--- src/rtl/pcm_tx_pkg.sv ---
package pcm_tx_pkg;
  typedef enum logic [1:0] {WL16 = 2'd0, WL18 = 2'd1, WL20 = 2'd2, WL24 = 2'd3} wlen_e;
  typedef enum logic {FMT_I2S = 1'b0, FMT_SONY = 1'b1} fmt_e;

  typedef struct packed {
    wlen_e wlen;
    fmt_e  fmt;
  } frame_cfg_t;

  function automatic int wlen_bits(wlen_e w);
    case (w)
      WL16:    return 16;
      WL18:    return 18;
      WL20:    return 20;
      default: return 24;
    endcase
  endfunction
endpackage

--- src/rtl/pcm_rst_sync.sv ---
module pcm_rst_sync (
  input  logic clk,
  input  logic aresetn,
  output logic rst_n
);
  logic [1:0] sync_q, sync_d;

  always_comb sync_d = {sync_q[0], 1'b1};

  always_ff @(posedge clk or negedge aresetn) begin
    if (!aresetn) sync_q <= '0;
    else          sync_q <= sync_d;
  end

  assign rst_n = sync_q[1];
endmodule

--- src/rtl/pcm_tick_gen.sv ---
module pcm_tick_gen #(
  parameter int DIV_W = 8,
  parameter int SUB_W = 3,
  parameter int CNT_W = 9
) (
  input  logic             clk,
  input  logic             rst_n,
  input  logic [DIV_W-1:0] div,
  output logic [CNT_W-1:0] cnt_nxt,
  output logic             frame_end,
  output logic             mclk,
  output logic             bclk,
  output logic             ws
);
  logic [DIV_W-1:0] pre_q, pre_d;
  logic [CNT_W-1:0] cnt_q, cnt_d;
  logic             tick;
  logic             mclk_q, bclk_q, ws_q;

  always_comb begin
    tick  = (pre_q >= div);
    pre_d = tick ? '0 : pre_q + 1'b1;
    cnt_d = tick ? cnt_q + 1'b1 : cnt_q;
  end

  assign frame_end = tick && (cnt_q == '1);
  assign cnt_nxt   = cnt_d;

  always_ff @(posedge clk or negedge rst_n) begin
    if (!rst_n) begin
      pre_q  <= '0;
      cnt_q  <= '0;
      mclk_q <= 1'b0;
      bclk_q <= 1'b0;
      ws_q   <= 1'b0;
    end else begin
      pre_q  <= pre_d;
      cnt_q  <= cnt_d;
      mclk_q <= cnt_d[0];
      bclk_q <= cnt_d[SUB_W-1];
      ws_q   <= cnt_d[CNT_W-1];
    end
  end

  assign mclk = mclk_q;
  assign bclk = bclk_q;
  assign ws   = ws_q;


  bclk_on_mclk_fall_chk: assert property (@(posedge clk) disable iff (!rst_n)
    (bclk_q != $past(bclk_q)) |-> $fell(mclk_q));


  ws_on_bclk_fall_chk: assert property (@(posedge clk) disable iff (!rst_n)
    (ws_q != $past(ws_q)) |-> $fell(bclk_q));


  ready_single_pulse_chk: assert property (@(posedge clk) disable iff (!rst_n)
    frame_end |=> !frame_end);
endmodule

--- src/rtl/pcm_frame_latch.sv ---
module pcm_frame_latch
  import pcm_tx_pkg::*;
#(
  parameter int N_CH  = 8,
  parameter int SMP_W = 24
) (
  input  logic                        clk,
  input  logic                        rst_n,
  input  logic                        frame_end,
  input  logic [N_CH-1:0]             valid,
  input  logic [N_CH-1:0][SMP_W-1:0]  data,
  input  logic [1:0]                  wlen_in,
  input  logic                        fmt_in,
  output logic [N_CH-1:0][SMP_W-1:0]  smp_nxt,
  output frame_cfg_t                  cfg_nxt,
  output logic [N_CH-1:0]             uflow
);
  logic [N_CH-1:0][SMP_W-1:0] smp_q, smp_d;
  logic [N_CH-1:0]            uf_q, uf_d;
  frame_cfg_t                 cfg_q, cfg_d;

  always_comb begin
    smp_d = smp_q;
    uf_d  = uf_q;
    cfg_d = cfg_q;
    if (frame_end) begin
      cfg_d.wlen = wlen_e'(wlen_in);
      cfg_d.fmt  = fmt_e'(fmt_in);
      for (int ch = 0; ch < N_CH; ch++) begin
        if (valid[ch]) smp_d[ch] = data[ch];
        else           uf_d[ch]  = 1'b1;
      end
    end
  end

  always_ff @(posedge clk or negedge rst_n) begin
    if (!rst_n) begin
      smp_q <= '0;
      uf_q  <= '0;
      cfg_q <= '{wlen: WL24, fmt: FMT_I2S};
    end else begin
      smp_q <= smp_d;
      uf_q  <= uf_d;
      cfg_q <= cfg_d;
    end
  end

  assign smp_nxt = smp_d;
  assign cfg_nxt = cfg_d;
  assign uflow   = uf_q;


  underrun_sticky_chk: assert property (@(posedge clk) disable iff (!rst_n)
    ((uf_q & $past(uf_q)) == $past(uf_q)));


  cfg_frame_only_chk: assert property (@(posedge clk) disable iff (!rst_n)
    !frame_end |=> $stable(cfg_q));

  for (genvar g = 0; g < N_CH; g++) begin : g_hold

    sample_hold_chk: assert property (@(posedge clk) disable iff (!rst_n)
      !(frame_end && valid[g]) |=> $stable(smp_q[g]));
  end
endmodule

--- src/rtl/pcm_lane_ser.sv ---
module pcm_lane_ser
  import pcm_tx_pkg::*;
#(
  parameter int SMP_W  = 24,
  parameter int SUB_W  = 3,
  parameter int SLOT_W = 5,
  parameter int CNT_W  = 9
) (
  input  logic              clk,
  input  logic              rst_n,
  input  logic [CNT_W-1:0]  cnt_nxt,
  input  logic [SMP_W-1:0]  left,
  input  logic [SMP_W-1:0]  right,
  input  frame_cfg_t        cfg_nxt,
  output logic              sd
);
  logic [SLOT_W-1:0] slot;
  logic [SMP_W-1:0]  word;
  logic              sd_d, sd_q;
  int                k;

  always_comb begin
    slot = cnt_nxt[CNT_W-2:SUB_W];
    word = cnt_nxt[CNT_W-1] ? right : left;
    k    = int'(slot) - ((cfg_nxt.fmt == FMT_I2S) ? 1 : 0);
    sd_d = 1'b0;
    if (k >= 0 && k < wlen_bits(cfg_nxt.wlen) && k < SMP_W)
      sd_d = word[SMP_W-1-k];
  end

  always_ff @(posedge clk or negedge rst_n) begin
    if (!rst_n) sd_q <= 1'b0;
    else        sd_q <= sd_d;
  end

  assign sd = sd_q;
endmodule

--- src/rtl/pcm_serial_tx.sv ---
module pcm_serial_tx
  import pcm_tx_pkg::*;
#(
  parameter int N_LANES      = 4,
  parameter int SMP_W        = 24,
  parameter int DIV_W        = 8,
  parameter int SLOTS_HALF   = 32,
  parameter int MCLK_PER_BIT = 4
) (
  input  logic                                clk,
  input  logic                                aresetn,
  input  logic [DIV_W-1:0]                    cfg_mclk_div,
  input  logic [1:0]                          cfg_wlen,
  input  logic                                cfg_fmt,
  input  logic [2*N_LANES-1:0]                smp_valid,
  input  logic [2*N_LANES-1:0][SMP_W-1:0]     smp_data,
  output logic [2*N_LANES-1:0]                smp_ready,
  output logic [2*N_LANES-1:0]                underrun,
  output logic                                mclk,
  output logic                                bclk,
  output logic                                ws,
  output logic [N_LANES-1:0]                  sdata
);
  localparam int N_CH   = 2 * N_LANES;
  localparam int SUB_W  = $clog2(2 * MCLK_PER_BIT);
  localparam int SLOT_W = $clog2(SLOTS_HALF);
  localparam int CNT_W  = SUB_W + SLOT_W + 1;

  logic                       rst_n;
  logic [CNT_W-1:0]           cnt_nxt;
  logic                       frame_end;
  logic [N_CH-1:0][SMP_W-1:0] smp_nxt;
  frame_cfg_t                 cfg_nxt;

  pcm_rst_sync u_rst (.clk(clk), .aresetn(aresetn), .rst_n(rst_n));

  pcm_tick_gen #(.DIV_W(DIV_W), .SUB_W(SUB_W), .CNT_W(CNT_W)) u_tick (
    .clk(clk), .rst_n(rst_n), .div(cfg_mclk_div), .cnt_nxt(cnt_nxt),
    .frame_end(frame_end), .mclk(mclk), .bclk(bclk), .ws(ws));

  pcm_frame_latch #(.N_CH(N_CH), .SMP_W(SMP_W)) u_latch (
    .clk(clk), .rst_n(rst_n), .frame_end(frame_end), .valid(smp_valid),
    .data(smp_data), .wlen_in(cfg_wlen), .fmt_in(cfg_fmt),
    .smp_nxt(smp_nxt), .cfg_nxt(cfg_nxt), .uflow(underrun));

  for (genvar ln = 0; ln < N_LANES; ln++) begin : g_lane
    pcm_lane_ser #(.SMP_W(SMP_W), .SUB_W(SUB_W), .SLOT_W(SLOT_W), .CNT_W(CNT_W)) u_ser (
      .clk(clk), .rst_n(rst_n), .cnt_nxt(cnt_nxt),
      .left(smp_nxt[2*ln]), .right(smp_nxt[2*ln+1]),
      .cfg_nxt(cfg_nxt), .sd(sdata[ln]));
  end

  assign smp_ready = {N_CH{frame_end}};
endmodule

--- config.mk ---
export PLATFORM = sky130hd
export DESIGN_NAME = pcm_serial_tx
export DESIGN_NICKNAME = d
export VERILOG_FILES = /design/src/rtl/pcm_tx_pkg.sv /design/src/rtl/pcm_rst_sync.sv /design/src/rtl/pcm_tick_gen.sv /design/src/rtl/pcm_frame_latch.sv /design/src/rtl/pcm_lane_ser.sv /design/src/rtl/pcm_serial_tx.sv
export SDC_FILE = /design/constraint.sdc
export NUM_CORES = 1
export LEC_CHECK = 0
export BUFFER_PORTS_ARGS = -buffer_cell sky130_fd_sc_hd__buf_2
export CAP_MARGIN = 20
export CORE_UTILIZATION = 55
export CTS_CLUSTER_DIAMETER = 60
export DETAILED_ROUTE_END_ITERATION = 10
export PLACE_DENSITY = 0.9
export SLEW_MARGIN = 10
export SYNTH_ARGS = -nofsm -noshare
export SYNTH_HDL_FRONTEND = slang
export SYNTH_SLANG_ARGS = --single-unit
--- constraint.sdc ---
create_clock -name clk -period 9.63 [get_ports clk]
set_clock_uncertainty 0.1 [all_clocks]
set_input_delay 1.926 -clock clk [delete_from_list [all_inputs] [get_ports clk]]
set_output_delay 1.926 -clock clk [all_outputs]
set_load 0.01 [all_outputs]
Yosys cells after proc, flatten, opt, wreduce, memory -nomap -nowiden
Index checks and enable logic that the tools add are counted.

Logic and storage cells: 95. Flip-flop bits (word level): 229. Memories: 0. ROM bits: 0. Output and inout port bits: 23. Bits in writable memories: 0. Latch bits: 0. Input port bits: 213.

Reductions and logical operators: 12. Muxes and demuxes: 34. Add/sub/neg operators: 4. Bitwise operators: 8. Shift operators: 0. Equal/unequal tests: 3. Order comparisons: 5. Div/mod/pow operators: 0. Multiply operators: 0.

Operator list (count): $mux 24 (12); $mux 192 (1); $ge 32x1->1 const B (1); $lt 32x6->1 (1); $lt 32x6->1 const B (1); $lt 32x7->1 const B (1); $sub 6x32->32 (1); $sub 6x32->32 const A (1); $bmux 1 s5 (4); $reduce_and 2->1 (8); $mux 1 (13); $pmux 4 s3 (1); $add 9x1->9 const B (1); $eq 9x9->1 const B (1); $mux 9 (1); $add 8x1->8 const B (1); $ge 8x8->1 (1); $mux 8 (1); $not 1->1 (8); $logic_and 1x1->1 (3); $mux 3 (1); $eq 2x1->1 const B (1); $eq 2x2->1 const B (1); $logic_not 2->1 (1).

Longest topological paths before layout
Depth after elaboration: 10. Depth in mapped cells: 23. Depth with buffers taken out: 20.

Modules after synthesis
From an unflattened synthesis, not the netlist that was laid out.

Cell total of the unflattened synthesis: 816. Area total of the unflattened synthesis: 11629.9 µm².

Modules (own cells, without submodules): pcm_frame_latch (times used 1, cells an instance 440, sequential area each 5082.4 µm², area an instance 7614.8 µm²); pcm_lane_ser (g_lane[1].u_ser ...) (times used 3, cells an instance 69, sequential area each 25.0 µm², area an instance 740.7 µm²); pcm_tick_gen (times used 1, cells an instance 92, sequential area each 425.4 µm², area an instance 996.0 µm²); pcm_lane_ser (g_lane[0].u_ser) (times used 1, cells an instance 66, sequential area each 25.0 µm², area an instance 683.2 µm²); pcm_serial_tx (times used 1, cells an instance 8, sequential area each 0.0 µm², area an instance 60.1 µm²); pcm_rst_sync (times used 1, cells an instance 3, sequential area each 50.0 µm², area an instance 53.8 µm²).

Worst setup path after synthesis
No wires, ideal clock.

Path kind: input to register. Start point: input cfg_mclk_div[7]. End point: register g_lane[0].u_ser.sd_q. Library setup time: 82 ps. Path buffers: 4. Data arrival time: 6216 ps. Setup slack: 3232 ps. Required time: 9448 ps. Stages: 23. Path through: inv_1 ha_1 a21oi_1 o21a_1 buf_1 o31ai_2 nand2_1 clkbuf_1 mux2i_1 ha_1 ha_1 xnor3_1 inv_1 buf_2 buf_2 ha_1 o31a_1 o21ai_0 a21oi_1 nor3_1 ha_1 nand4_1 a31oi_1.

Longest elaborated chain between the ends: 10. Elaborated cells between the ends (all ways): 22. Classes of those cells: 2 x add/sub; 4 x order compare; 2 x eq/ne; 10 x mux; 4 x reduce/logical.

RTL lines: start, declared (RTL line pcm_serial_tx.sv:12) `input logic [DIV_W-1:0] cfg_mclk_div,`; $ge 8x8->1 * (RTL line pcm_tick_gen.sv:21) `tick = (pre_q >= div);`; $logic_and 1x1->1 (RTL line pcm_tick_gen.sv:26) `assign frame_end = tick && (cnt_q == '1);`; $mux 3 (RTL line pcm_frame_latch.sv:26) `if (frame_end) begin`; $mux 1 (RTL line pcm_lane_ser.sv:25) `k = int'(slot) - ((cfg_nxt.fmt == FMT_I2S) ? 1 : 0);`; $sub 6x32->32 (RTL line pcm_lane_ser.sv:25); $sub 6x32->32 (RTL line pcm_lane_ser.sv:28) `sd_d = word[SMP_W-1-k];`; $bmux 1 s5 (RTL line pcm_lane_ser.sv:28); $mux 1 (not written as such) (2 in a row) (RTL line pcm_lane_ser.sv:28); $mux 1 * (RTL line pcm_lane_ser.sv:27) `if (k >= 0 && k < wlen_bits(cfg_nxt.wlen) && k < SMP_W)`; named net g_lane[0].u_ser.sd_d (RTL line pcm_lane_ser.sv:19) `logic sd_d, sd_q;`; end signal, assigned (RTL line pcm_lane_ser.sv:32) `if (!rst_n) sd_q <= 1'b0;`; end signal, assigned (RTL line pcm_lane_ser.sv:33) `else sd_q <= sd_d;`; end, declared (RTL line pcm_lane_ser.sv:19).

The timed path passes the listed nets; every way through them passes the cells marked *. The select of a mux whose other input is x is not followed. A chain may end at the register's enable or synchronous reset.

Worst setup path in the final report
Start point: input cfg_mclk_div[7]. End point: register g_lane[1].u_ser.sd_q.

Longest elaborated chain between the ends: 10. Elaborated cells between the ends (all ways): 22. Classes of those cells: 2 x add/sub; 4 x order compare; 2 x eq/ne; 10 x mux; 4 x reduce/logical.

RTL lines (RTL line): $ge 8x8->1 * (pcm_tick_gen.sv:21); $logic_and 1x1->1 (pcm_tick_gen.sv:26); $mux 3 (pcm_frame_latch.sv:26); $mux 1 (pcm_lane_ser.sv:25); $sub 6x32->32 (pcm_lane_ser.sv:25); $sub 6x32->32 (pcm_lane_ser.sv:28); $bmux 1 s5 (pcm_lane_ser.sv:28); $mux 1 (not written as such) (2 in a row) (pcm_lane_ser.sv:28); $mux 1 * (pcm_lane_ser.sv:27); named net g_lane[1].u_ser.sd_d (pcm_lane_ser.sv:19); end signal, assigned (pcm_lane_ser.sv:32); end signal, assigned (pcm_lane_ser.sv:33); end, declared (pcm_lane_ser.sv:19).

Marks and branches as above.

==> impl_metrics.env <==
export IMPL_status="finished, final reports clean"
export IMPL_worst_pin_slew_ns=0.9961
export IMPL_post_route_util=0.6781
export IMPL_final_common_cell="buf_2"
export IMPL_endpoint_kind="flop"
export IMPL_start_util=0.5613
export IMPL_ys_ff_latch=226
export IMPL_max_freq_mhz=142.6
export IMPL_worstReg2RegEnd="g_lane[1].u_ser.sd"
export IMPL_drive_gt1_frac=0.5231
export IMPL_async_reset_ff_frac=1.000
export IMPL_num_fill_cells=1376
export IMPL_yosysSeqAreaShare=0.5163
export IMPL_postCtsHoldBufs=0
export IMPL_grtUsageTotal=0.2792
export IMPL_grt_antenna_before_repair=5
export IMPL_syn_inst=826
export IMPL_synthXorXnorAreaFrac=0.01244
export IMPL_leakage_nw=6.681
export IMPL_mostFrequentLayoutCells="buf_2, dfrtp_1, mux2_2, nand2_1, clkbuf_16"
export IMPL_timing_rr_start="u_tick.pre_q[5]"
export IMPL_place_gp_congestion=0.8462
export IMPL_timing_final_crit_period_ns=7.013
export IMPL_grt_pass1_vias=8089
export IMPL_cts_buffer_depth=3
export IMPL_num_vias=7873
export IMPL_syn_avg_cell_area_sq_um=13.27
export IMPL_synth_top_family_by_area="multiplexers"
export IMPL_ys_warn_count=0
export IMPL_hold_start="u_rst.sync_q[0]"
export IMPL_drc=0
export IMPL_cp_data_required_time_ns=9.96
export IMPL_numCtsBuffers=24
export IMPL_rsz0062_at_grt="no"
export IMPL_cts_tree="yes"
export IMPL_synth_simple_gate_area_share=0.06588
export IMPL_cts_resized=0
export IMPL_reg2reg_slack_ns=3.71
export IMPL_clk_latency_ns=0.51
export IMPL_crit_fanout=22
export IMPL_synth_top_flop_cell="dfrtp_1"
export IMPL_synthesis_nets=1056
export IMPL_vdd_drop_max_v=0.0001533
export IMPL_grt_ovfl_total=0
export IMPL_timing_slew_headroom=0.3359
export IMPL_syn2layout_area_growth_pct=20.82
export IMPL_die_area_sq_um=20490
export IMPL_finalCritPeriodShare=0.7282
export IMPL_fin_nets=1273
export IMPL_hold_end="u_rst.sync_q[1]"
export IMPL_finalSetupTns_ns=0
export IMPL_synthMuxAreaShare=0.2725
export IMPL_cts_max_level=1
export IMPL_crit_type="primary input to flop"
export IMPL_grt_pass1_wl_microns=43340
export IMPL_multiInputGateArea_sq_um=5026
export IMPL_finalSetupViolations=0
export IMPL_wl_microns=28180
export IMPL_cts_setup_buffers=0
export IMPL_synth_edf_count=0
export IMPL_fin_cells=1331
export IMPL_cts_root_buf="clkbuf_16"
export IMPL_ys_types=60
export IMPL_clk_pin_slew_ns=0.06
export IMPL_finalMaxSlewViolations=0
export IMPL_core_sq_um=19530
export IMPL_cp_arrival_ns=7.34
export IMPL_grt_max_degree=83
export IMPL_top_level_ports=236
export IMPL_firstDrtPassIters=4
export IMPL_p_total_mw=2.470
export IMPL_critPathLaunchType="primary input"
export IMPL_synth_compound_area_frac=0.07524
export IMPL_wl_per_cell_microns=21.17
export IMPL_maxCapViolCount=0
export IMPL_dp_cells=1281
export IMPL_final_hold_viol_count=0
export IMPL_num_rows=51
export IMPL_drtIter0Drc=403
export IMPL_cts_sinks=226
export IMPL_powerDensity_nw_per_um2=186.5
export IMPL_numPortBuffers=235
export IMPL_reg2reg_depth=17
export IMPL_syn_area_sq_um=10960
export IMPL_hp_class="flop to flop"
export IMPL_timing_hold_ws_ns=0.2465
export IMPL_regArea_sq_um=5662
export IMPL_hold_path_depth=0
export IMPL_synth_adder_area_share=0.01941
export IMPL_vias_per_cell=5.915
export IMPL_postRouteAntennaNets=0
export IMPL_die_h_microns=143.2
export IMPL_dp_hpwl_microns=19710
export IMPL_die_w_microns=143.2
[per-stage QoR]
step	setup slack (ns)	cell area (sq um)
floorplan	2.769	10960
global placement	2.047	12390
detailed placement	1.719	12390
CTS	2.157	13220
global route	2.230	13240
finish	2.617	13240
[cell families (layout without fill, tap and decap cells)]
group / Yosys count / after routing
flops: 226 / 226
other cells: 1 / 6
fa+ha+maj: 17 / 17
buf+inv: 83 / 318
compound gates: 100 / 100
mux: 244 / 244
simple gates: 141 / 141
xor+xnor: 14 / 14
[state kept, by name (all words and copies together), names as in the netlist]
name             count
u_tick.cnt_q         9
u_latch.smp_q      192
g_lane.u_ser.sd      4
u_latch.uflow        8
u_rst.sync_q         2
u_tick.pre_q         8
u_latch.cfg_q        3
[cell usage after synthesis, types with 10 or more instances]
| master | number | area (sq um) |
|---|---|---|
| or2_2 | 16 | 100.1 |
| o21bai_1 | 16 | 120.1 |
| buf_4 | 17 | 127.6 |
| nand2b_1 | 22 | 137.6 |
| mux4_2 | 21 | 473.0 |
| inv_1 | 23 | 86.33 |
| mux2_2 | 211 | 2376 |
| nand4_1 | 10 | 62.56 |
| mux2i_1 | 10 | 100.1 |
| o2111ai_1 | 17 | 148.9 |
| o211ai_1 | 13 | 97.59 |
| clkbuf_1 | 20 | 75.07 |
| nand3_1 | 12 | 60.06 |
| nor2_1 | 23 | 86.33 |
| dfrtp_1 | 224 | 5605 |
| ha_1 | 17 | 212.7 |
| buf_2 | 18 | 90.09 |
| nand2_1 | 37 | 138.9 |
[worst max-delay path by stage]
stage / startpoint / end / slack [ns] / cells after the start
2_1_floorplan: u_rst.sync_q[1] / g_lane[0].u_ser.sd / 2.77 / 0
3_3_place_gp: cfg_mclk_div[7] / g_lane[1].u_ser.sd / 2.05 / 19
4_1_cts: cfg_mclk_div[7] / g_lane[1].u_ser.sd / 2.16 / 19
3_5_place_dp: cfg_mclk_div[7] / g_lane[1].u_ser.sd / 1.72 / 19
6_report: cfg_mclk_div[7] / g_lane[1].u_ser.sd / 2.62 / 20
5_1_grt: cfg_mclk_div[7] / g_lane[1].u_ser.sd / 2.23 / 20
[worst max-delay path, cell delays in order]
cell and delay [ns]:
buf_2 0.07, inv_1 0.03, ha_1 0.31, a21oi_1 0.14, o21a_1 0.73, o31ai_2 0.35
nand2_1 0.50, mux2i_1 0.36, ha_1 0.27, ha_1 0.23, xnor3_1 0.33, inv_1 0.67
ha_1 0.36, o31a_1 0.10, o21ai_0 0.14, a21oi_1 0.09, nor3_1 0.16, ha_1 0.18
nand4_1 0.17, a31oi_1 0.21
[final cells by class]
cell class,count,area share
Clock buffer,37,0.05518
Inverter,24,0.006992
Antenna cell,5,0.0009449
Clock inverter,7,0.007087
Sequential cell,226,0.4276
Timing Repair Buffer,250,0.09761
Multi-Input combinational cell,517,0.3796
Tap cell,265,0.02504
[routing by layer]
| layer | track usage | up-vias | wire, microns |
|---|---|---|---|
| met5 | 0 | - | 0 |
| met4 | 0.1194 | 0 | 1163 |
| met1 | 0.3720 | 4003 | 11680 |
| li1 | - | 3447 | - |
| met2 | 0.4521 | 338 | 13570 |
| met3 | 0.04728 | 85 | 1775 |
[power by group]
part	internal, mW	total (mW)	switching (mW)
sequential	0.972	1.01	0.0357
combinational	0.179	0.515	0.336
clock	0.576	0.947	0.371
Power figures use the tool's default switching activity.
